`src/rtl/cbl_pkg.sv`:
```
package cbl_pkg;
  localparam int BANK_W = 4;
  localparam logic [3:0] HI_PRG_CODE = 4'hD;
  localparam logic [3:0] HI_GFX_CODE = 4'hE;
  localparam logic [3:0] LO_PRG_CODE = 4'hB;
  localparam logic [3:0] LO_GFX_CODE = 4'h7;

  typedef enum logic [1:0] {TGT_NONE = 2'd0, TGT_PRG = 2'd1, TGT_GFX = 2'd2} tgt_e;

  typedef struct packed {
    tgt_e              tgt;
    logic [BANK_W-1:0] bank;
  } upd_t;
endpackage

```
`src/rtl/cbl_capture.sv`:
```
module cbl_capture #(
  parameter int ADDR_W = 16,
  parameter int DATA_W = 8,
  parameter logic [ADDR_W-1:0] RESET_WORD = 16'h80B0
) (
  input  logic              clk,
  input  logic              rst_n,
  input  logic              wr,
  input  logic [ADDR_W-1:0] addr,
  input  logic [DATA_W-1:0] data,
  output logic [ADDR_W-1:0] word,
  output logic              fresh
);
  localparam int HI_W = ADDR_W - DATA_W;
  logic hit;
  assign hit = wr && addr[ADDR_W-1];

  always_ff @(posedge clk) begin
    if (!rst_n) begin
      word  <= RESET_WORD;
      fresh <= 1'b0;
    end else begin
      fresh <= hit;
      if (hit) word <= {addr[ADDR_W-1 -: HI_W], data};
    end
  end

  // a write outside the upper window leaves the captured word alone
  assert_hold_R2: assert property (@(posedge clk) disable iff (!rst_n)
    !(wr && addr[ADDR_W-1]) |=> $stable(word));
endmodule

```
`src/rtl/cbl_decode.sv`:
```
module cbl_decode
  import cbl_pkg::*;
#(
  parameter int ADDR_W = 16,
  parameter logic [ADDR_W-1:0] THRESH = 16'h9000
) (
  input  logic [ADDR_W-1:0] word,
  input  logic              fresh,
  output upd_t              upd
);
  logic       hi_var;
  logic [3:0] code;

  assign hi_var = (word >= THRESH);
  assign code   = word[7:4];

  always_comb begin
    upd.bank = word[BANK_W-1:0];
    upd.tgt  = TGT_NONE;
    if (fresh) begin
      if (hi_var) begin
        if (code == HI_PRG_CODE)      upd.tgt = TGT_PRG;
        else if (code == HI_GFX_CODE) upd.tgt = TGT_GFX;
      end else begin
        if (code == LO_PRG_CODE)      upd.tgt = TGT_PRG;
        else if (code == LO_GFX_CODE) upd.tgt = TGT_GFX;
      end
    end
  end
endmodule

```
`src/rtl/cbl_bank_regs.sv`:
```
module cbl_bank_regs
  import cbl_pkg::*;
(
  input  logic              clk,
  input  logic              rst_n,
  input  upd_t              upd,
  output logic [BANK_W-1:0] prg_bank,
  output logic [BANK_W-1:0] gfx_bank
);
  always_ff @(posedge clk) begin
    if (!rst_n) begin
      prg_bank <= '0;
      gfx_bank <= '0;
    end else begin
      if (upd.tgt == TGT_PRG) prg_bank <= upd.bank;
      if (upd.tgt == TGT_GFX) gfx_bank <= upd.bank;
    end
  end

  // one decoded write moves at most one bank
  assert_single_target_R7: assert property (@(posedge clk) disable iff (!rst_n)
    1'b1 |=> !(prg_bank != $past(prg_bank) && gfx_bank != $past(gfx_bank)));
  // reset values
  assert_reset_zero_R1: assert property (@(posedge clk)
    !rst_n |=> (prg_bank == '0 && gfx_bank == '0));
endmodule

```
`src/rtl/cart_bank_latch.sv`:
```
module cart_bank_latch
  import cbl_pkg::*;
#(
  parameter int ADDR_W = 16,
  parameter int DATA_W = 8,
  parameter int PRG_OFS_W = 14,
  parameter int GFX_OFS_W = 13,
  parameter logic [ADDR_W-1:0] THRESH = 16'h9000,
  parameter logic [ADDR_W-1:0] RESET_WORD = 16'h80B0
) (
  input  logic                          clk,
  input  logic                          rst_n,
  input  logic                          cpu_wr,
  input  logic [ADDR_W-1:0]             cpu_addr,
  input  logic [DATA_W-1:0]             cpu_data,
  input  logic [GFX_OFS_W-1:0]          ppu_addr,
  output logic [BANK_W-1:0]             prg_bank,
  output logic [BANK_W-1:0]             gfx_bank,
  output logic [BANK_W+PRG_OFS_W-1:0]   prg_rom_addr,
  output logic [BANK_W+GFX_OFS_W-1:0]   gfx_rom_addr
);
  logic [ADDR_W-1:0] word;
  logic              fresh;
  upd_t              upd;
  logic [BANK_W-1:0] win_bank;

  cbl_capture #(.ADDR_W(ADDR_W), .DATA_W(DATA_W), .RESET_WORD(RESET_WORD)) u_cap (
    .clk(clk), .rst_n(rst_n), .wr(cpu_wr), .addr(cpu_addr), .data(cpu_data),
    .word(word), .fresh(fresh));

  cbl_decode #(.ADDR_W(ADDR_W), .THRESH(THRESH)) u_dec (
    .word(word), .fresh(fresh), .upd(upd));

  cbl_bank_regs u_regs (
    .clk(clk), .rst_n(rst_n), .upd(upd), .prg_bank(prg_bank), .gfx_bank(gfx_bank));

  assign win_bank     = cpu_addr[PRG_OFS_W] ? prg_bank : '0;
  assign prg_rom_addr = {win_bank, cpu_addr[PRG_OFS_W-1:0]};
  assign gfx_rom_addr = {gfx_bank, ppu_addr};

  // program select in either variant loads the low nibble
  assert_prg_load_R3: assert property (@(posedge clk) disable iff (!rst_n)
    (fresh && ((word >= THRESH && word[7:4] == HI_PRG_CODE) ||
               (word <  THRESH && word[7:4] == LO_PRG_CODE)))
    |=> prg_bank == $past(word[BANK_W-1:0]));
  // graphics select in either variant loads the low nibble
  assert_gfx_load_R6: assert property (@(posedge clk) disable iff (!rst_n)
    (fresh && ((word >= THRESH && word[7:4] == HI_GFX_CODE) ||
               (word <  THRESH && word[7:4] == LO_GFX_CODE)))
    |=> gfx_bank == $past(word[BANK_W-1:0]));
  // nothing new to decode, nothing moves
  assert_idle_stable_R7: assert property (@(posedge clk) disable iff (!rst_n)
    !fresh |=> ($stable(prg_bank) && $stable(gfx_bank)));
  // lower program window pinned to bank 0
  always_comb begin
    if (rst_n && !cpu_addr[PRG_OFS_W])
      assert_fixed_window_R10: assert (prg_rom_addr[BANK_W+PRG_OFS_W-1:PRG_OFS_W] == '0);
  end
endmodule

```
`config.mk`:
```
export PLATFORM = sky130hd
export DESIGN_NAME = cart_bank_latch
export DESIGN_NICKNAME = d
export VERILOG_FILES = /design/src/rtl/cbl_pkg.sv /design/src/rtl/cbl_capture.sv /design/src/rtl/cbl_decode.sv /design/src/rtl/cbl_bank_regs.sv /design/src/rtl/cart_bank_latch.sv
export SDC_FILE = /design/constraint.sdc
export NUM_CORES = 1
export LEC_CHECK = 0
export BUFFER_PORTS_ARGS = -buffer_cell sky130_fd_sc_hd__buf_4
export CORE_MARGIN = 4
export CORE_UTILIZATION = 39
export CTS_BUF_LIST = sky130_fd_sc_hd__clkbuf_8 sky130_fd_sc_hd__clkbuf_16
export CTS_CLUSTER_DIAMETER = 40
export DETAILED_ROUTE_END_ITERATION = 8
export GPL_TIMING_DRIVEN = 0
export PLACE_DENSITY = 0.78
export SLEW_MARGIN = 30
export SYNTH_ARGS = -nofsm -noshare
export SYNTH_HDL_FRONTEND = slang
export SYNTH_SLANG_ARGS = --single-unit
```
`constraint.sdc`:
```
create_clock -name clk -period 1.65 [get_ports clk]
set_input_delay 0 -clock clk [delete_from_list [all_inputs] [get_ports clk]]
set_output_delay 0 -clock clk [all_outputs]
set_load 0.005 [all_outputs]
```
==> results.py, run 1 <==
metrics = {
    "timing": {
        "slew_viol_final": 0,
        "worstMarginPinSlew_ns": 0.441,
        "setup_viol_count_final": 0,
        "tns_ns": 0,
        "hold_viol_final": 0,
        "rsz0062_at_grt": "no",
        "period_share": 0.862,
        "max_freq_mhz": 703,
        "relSlewSlack": 0.706,
        "period_needed_ns": 1.42,
        "fin_skew_ns": 0.00602,
    },
    "place": {
        "portBuffers": 56,
        "dp_hpwl_um": 2030,
        "gp_congestion": 0.750,
    },
    "global_route": {
        "grt_first_pass_wirelength_um": 3810,
        "gr-usage-met3": 0.0273,
        "track_usage": 0.132,
        "met2_usage": 0.231,
        "grt_pass1_vias": 946,
        "top_usage_layer": "met2",
        "grt_start_max_net_pins": 13,
        "overflow": 0,
        "use_met1": 0.160,
        "antenna_found_initial": 0,
    },
    "yosys": {
        "syn-cell-area_mm2": 0.00111,
        "synth_top_cell_by_area": "dfxtp_1",
        "synth.area.top_cells": "dfxtp_1, buf_4, nand2_1, mux2i_1, and2_1",
        "syn_nets": 168,
        "synthDistinctLibCells": 20,
        "ys_warn_count": 0,
        "synthCells": 128,
        "ys_seq_elements": 21,
        "avgSynthCellArea_um2": 8.70,
        "yosysSeqAreaShare": 0.378,
        "synth_top_area_share": 0.378,
    },
    "cts": {
        "cts_tree": "yes",
        "cts_resized": 0,
        "htreeDepth": 1,
        "cts_buffers": 3,
        "cts.sinks": 21,
        "clk_pin_slew_ns": 0.08,
        "hold_buffers": 9,
        "clockBufferDepth": 2,
        "clock_latency_ns": 0.26,
        "cts_root_buf": "clkbuf_8",
        "post_cts_buffers": 0,
    },
    "setup_path": {
        "cp-start-kind": "flip-flop",
        "r2r_cells": 4,
        "crit_type": "reg2reg",
        "cp.required_ns": 1.83,
        "worstSetupEndpointType": "flip-flop",
        "cp.arrival_ns": 1.60,
        "worst-path-max-fanout": 4,
    },
    "die": {
        "die_w_um": 61.4,
        "rows": 19,
        "io_pins": 83,
        "dieArea_mm2": 0.00377,
        "dieHeight_um": 61.4,
        "start_util": 0.407,
        "core_mm2": 0.00273,
    },
    "pwr": {
        "switchingPower_mw": 0.249,
        "pwr-share-comb": 0.194,
        "leakage_nw": 0.863,
        "p_sw_frac": 0.231,
        "vdd_ir_drop_max_mv": 0.423,
        "finalPower_mw": 1.08,
        "intPower_mw": 0.829,
        "power_density_mw_per_mm2": 630,
        "clockPowerShare": 0.307,
        "power_frac_seq": 0.498,
    },
    "cells_and_area": {
        "fillCellCount": 232,
        "antenna_cells": 0,
        "final_nets": 238,
        "area_delta_synth_final_pct": 53.5,
        "layout-drive-gt1-share": 0.492,
        "final_cell_mix": "buf_4, nand2_1, dfxtp_1",
        "final_common_cell": "buf_4",
    },
    "run_status": {
        "status": "complete, no violations",
    },
    "job": {
        "max_cap_viol_count": 0,
    },
    "hold_path": {
        "worstHoldPathCells": 3,
        "hold_path_class": "in2reg",
    },
    "detailed_routing": {
        "vias": 1022,
        "wire_per_inst_um": 11.2,
        "drcViolationCount": 0,
        "routed_wirelength_um": 2550,
        "via_per_inst": 4.48,
        "drt_iter0_drc": 20,
        "drtAntennaViolNets": 0,
        "firstDrtPassIters": 4,
    },
}
==> cell families after synthesis <==
kind of cell / share of synthesized area
DFF: 0.378
muxes: 0.0719
and+or+nand+nor: 0.220
AOI/OAI and AO/OA: 0.100
buffers and inverters: 0.230
==> power groups by stage <==
stage,Clock (mW),Combinational [mW],Sequential [mW]
after floorplan,0,0.105,0.545
after global placement,0,0.192,0.547
after detailed placement,0,0.195,0.548
after CTS,0.338,0.211,0.536
after global routing,0.359,0.230,0.538
final,0.331,0.209,0.537
==> metal layers <==
| metal | share of wire | routed length (um) |
|---|---|---|
| met2 | 0.48 | 1220 |
| met4 | 0.0090 | 23 |
| met1 | 0.38 | 974 |
| met5 | 0 | 0 |
| met3 | 0.13 | 325 |
==> final timing paths <==
check	from	to	slack, ns
setup / recovery	u_cap.word[12]	u_regs.gfx_bank[3]	0.23
hold / removal	cpu_addr[12]	u_cap.word[12]	0.003
setup reg to reg	u_cap.word[12]	u_regs.gfx_bank[3]	0.23
hold reg to reg	u_cap.word[1]	u_cap.word[1]	0.46
==> state kept, by name, summed over array words and instances, names as in the netlist <==
register         count
u_cap.fresh          1
u_regs.gfx_bank      4
u_regs.prg_bank      4
u_cap.word          12
==> worst max-delay path, cell delays in order (launching register included) <==
cell and delay (ns):
dfxtp_1 0.34, o31ai_4 0.38, nor4b_2 0.10, a21oi_2 0.29, mux2i_1 0.24
==> cell usage after synthesis (all sizes together) <==
cell    instances
nand2          35
buf            32
dfxtp          21
a21boi          8
mux2i           8
and2            5
clkbuf          5
nand3           4
a21oi           1
a31oi           1
and3            1
and4b           1
nand3b          1
nand4           1
nor3            1
nor3b           1
nor4b           1
o31ai           1
==> final cells by class <==
| class | instances | area [um^2] | area share |
|---|---|---|---|
| clock inverter | 1 | 5.00 | 0.00293 |
| sequential | 21 | 420 | 0.246 |
| timing repair buffer | 65 | 510 | 0.299 |
| multi-input combinational | 70 | 437 | 0.255 |
| tap | 31 | 38.8 | 0.0227 |
| buffer | 37 | 256 | 0.150 |
| clock buffer | 3 | 41.3 | 0.0242 |
==> metrics by stage <==
| step | setup slack, ns | utilization | cell area (um^2) | instances | hold slack [ns] |
|---|---|---|---|---|---|
| floorplan | 0.390 | - | 1110 | 128 | 0.0808 |
| global placement | 0.284 | 0.575 | 1570 | 215 | 0.167 |
| detailed placement | 0.230 | 0.575 | 1570 | 215 | 0.167 |
| CTS | 0.209 | 0.625 | 1710 | 228 | 0.00301 |
| global route | 0.106 | 0.625 | 1710 | 228 | 0.00640 |
| finish | 0.228 | 0.625 | 1710 | 228 | 0.00346 |
No activity file was read; power rests on OpenSTA's default activity.
==> inputs of run 2 (changes only) <==
--- a/config.mk
+++ b/config.mk
@@ -6,12 +6,12 @@
 export NUM_CORES = 1
 export LEC_CHECK = 0
 export BUFFER_PORTS_ARGS = -buffer_cell sky130_fd_sc_hd__buf_4
+export CAP_MARGIN = 20
 export CORE_MARGIN = 4
 export CORE_UTILIZATION = 39
 export CTS_BUF_LIST = sky130_fd_sc_hd__clkbuf_8 sky130_fd_sc_hd__clkbuf_16
 export CTS_CLUSTER_DIAMETER = 40
 export DETAILED_ROUTE_END_ITERATION = 8
-export GPL_TIMING_DRIVEN = 0
 export PLACE_DENSITY = 0.78
 export SLEW_MARGIN = 30
 export SYNTH_ARGS = -nofsm -noshare
==> run 2 against run 1 <==
Compared with the run above:
- first-iteration DRC count rose by 15%
- non-clock buffer count fell by 61
- worst setup slack improved by 0.045 ns
- routed wire length fell by 14%
- sequential power barely moved
- sequential share of layout area rose by 8.5 points
- via count fell by 20%
- hold slack got worse by 0.0035 ns
- flip-flop and latch count did not move
- maximum frequency rose by 3.2%
- combinational power fell by 49%
- highest routed layer unchanged
==> results.py, run 2 (synthesized netlist as in run 1, its figures left out) <==
metrics = {
    "run_status": {
        "status": "complete, no violations",
    },
    "setup_path": {
        "worstSetupEndpointType": "flip-flop",
        "cp.required_ns": 1.84,
        "cp_cell_sequence": "o31ai_4 -> nor4b_2 -> a21oi_2 -> mux2i_1",
        "worst-path-max-fanout": 4,
        "cp-start-kind": "flip-flop",
        "max_stage_delay_ns": 0.39,
        "critical_path.top_delay_family": "compound AO/OA/AOI/OAI gates",
        "cp.arrival_ns": 1.56,
        "path_buf_inv": 0,
        "crit_type": "reg2reg",
        "crit_slowest_cell": "o31ai_4",
    },
    "cells_and_area": {
        "largest-register": "u_cap.word",
        "final_nets": 177,
        "area_delta_synth_final_pct": 14.2,
        "final_common_cell": "nand2_1",
        "final_cell_mix": "nand2_1, buf_4, dfxtp_1",
        "regArea_um2": 420,
        "multi_input_area_um2": 437,
        "largest_reg_flops": 12,
        "top_regs": "u_cap.word (12), u_regs.gfx_bank (4), u_regs.prg_bank (4)",
        "final_cell_area_mm2": 0.00127,
        "fillCellCount": 263,
        "layout-drive-gt1-share": 0.294,
        "antenna_cells": 0,
        "utilization": 0.465,
        "layout.cells.non_filler": 167,
    },
    "place": {
        "gp_congestion": 0.751,
        "dpl_cell_area_mm2": 0.00114,
        "place_inst": 154,
        "dp_hpwl_um": 1720,
        "portBuffers": 32,
    },
    "cts": {
        "clock_latency_ns": 0.26,
        "clk_pin_slew_ns": 0.07,
        "cts.sinks": 21,
        "clockBufferDepth": 2,
        "cts_root_buf": "clkbuf_8",
        "post_cts_buffers": 0,
        "cts_tree": "yes",
        "hold_buffers": 9,
        "cts_buffers": 3,
        "htreeDepth": 1,
        "cts_resized": 0,
    },
    "timing": {
        "relSlewSlack": 0.736,
        "rsz0062_at_grt": "no",
        "fin_skew_ns": 0.00178,
        "max_freq_mhz": 726,
        "period_share": 0.835,
        "setup_viol_count_final": 0,
        "period_needed_ns": 1.38,
        "worstMarginPinSlew_ns": 0.395,
        "hold_viol_final": 0,
        "slew_viol_final": 0,
        "tns_ns": 0,
    },
    "detailed_routing": {
        "firstDrtPassIters": 4,
        "dr_wl_met2_um": 1040,
        "drt_iter0_drc": 23,
        "drt-met1-wl_um": 786,
        "routed_wirelength_um": 2200,
        "highest_layer": "met4",
        "drtAntennaViolNets": 0,
        "wire_per_inst_um": 13.2,
        "wl_met3_um": 277,
        "vias": 814,
        "via_per_inst": 4.87,
        "drcViolationCount": 0,
    },
    "global_route": {
        "grt_pass1_vias": 760,
        "overflow": 0,
        "grt_first_pass_wirelength_um": 3230,
        "grt_start_max_net_pins": 26,
        "antenna_found_initial": 0,
        "track_usage": 0.119,
    },
    "pwr": {
        "power_density_mw_per_mm2": 761,
        "power_frac_seq": 0.554,
        "finalPower_mw": 0.968,
        "p_sw_frac": 0.227,
        "pwr-share-comb": 0.109,
        "leakage_nw": 0.587,
        "switchingPower_mw": 0.219,
        "vdd_ir_drop_max_mv": 0.512,
        "intPower_mw": 0.749,
        "clockPowerShare": 0.336,
    },
    "die": {
        "dieArea_mm2": 0.00377,
        "io_pins": 83,
        "core_mm2": 0.00273,
        "start_util": 0.407,
        "die_w_um": 61.4,
        "dieHeight_um": 61.4,
        "rows": 19,
    },
    "hold_path": {
        "hold_path_class": "in2out",
    },
    "job": {
        "max_cap_viol_count": 0,
    },
}
run 2: path summary, 6_finish.rpt:
check,endpoint,cells after the start,slack [ns],from
worst max register to register,u_regs.gfx_bank[0],4,0.27,u_cap.word[12]
worst min register to register,u_cap.word[0],2,0.46,u_cap.word[0]
worst min-delay path,gfx_rom_addr[2],0,0.000002,ppu_addr[2]
worst max-delay path,u_regs.gfx_bank[0],4,0.27,u_cap.word[12]
run 2: power by group through the flow:
stage                     Clock, mW  Combinational (mW)  Sequential [mW]
after detailed placement          0              0.0915            0.549
after CTS                     0.333               0.108            0.537
after floorplan                   0               0.105            0.545
after global routing          0.354               0.118            0.539
final                         0.326               0.106            0.537
after global placement            0              0.0886            0.547
run 2: stage by stage:
stage | hold slack (ns) | setup slack (ns)
detailed placement | 0.0000346 | 0.275
CTS | 0.0000346 | 0.251
global placement | 0.0000346 | 0.339
finish | 0.00000198 | 0.272
floorplan | 0.0808 | 0.390
global route | 0.00000797 | 0.124
run 2: final cells by class:
type	instances	area share
sequential	21	0.331
tap	31	0.0305
multi-input combinational	70	0.344
timing repair buffer	41	0.260
clock buffer	3	0.0325
clock inverter	1	0.00295
run 2: metal layers:
metal	vias up	global-route usage
met1	357	0.115
met2	42	0.205
li1	399	-
met5	-	0
met3	16	0.0440
met4	0	0.0879
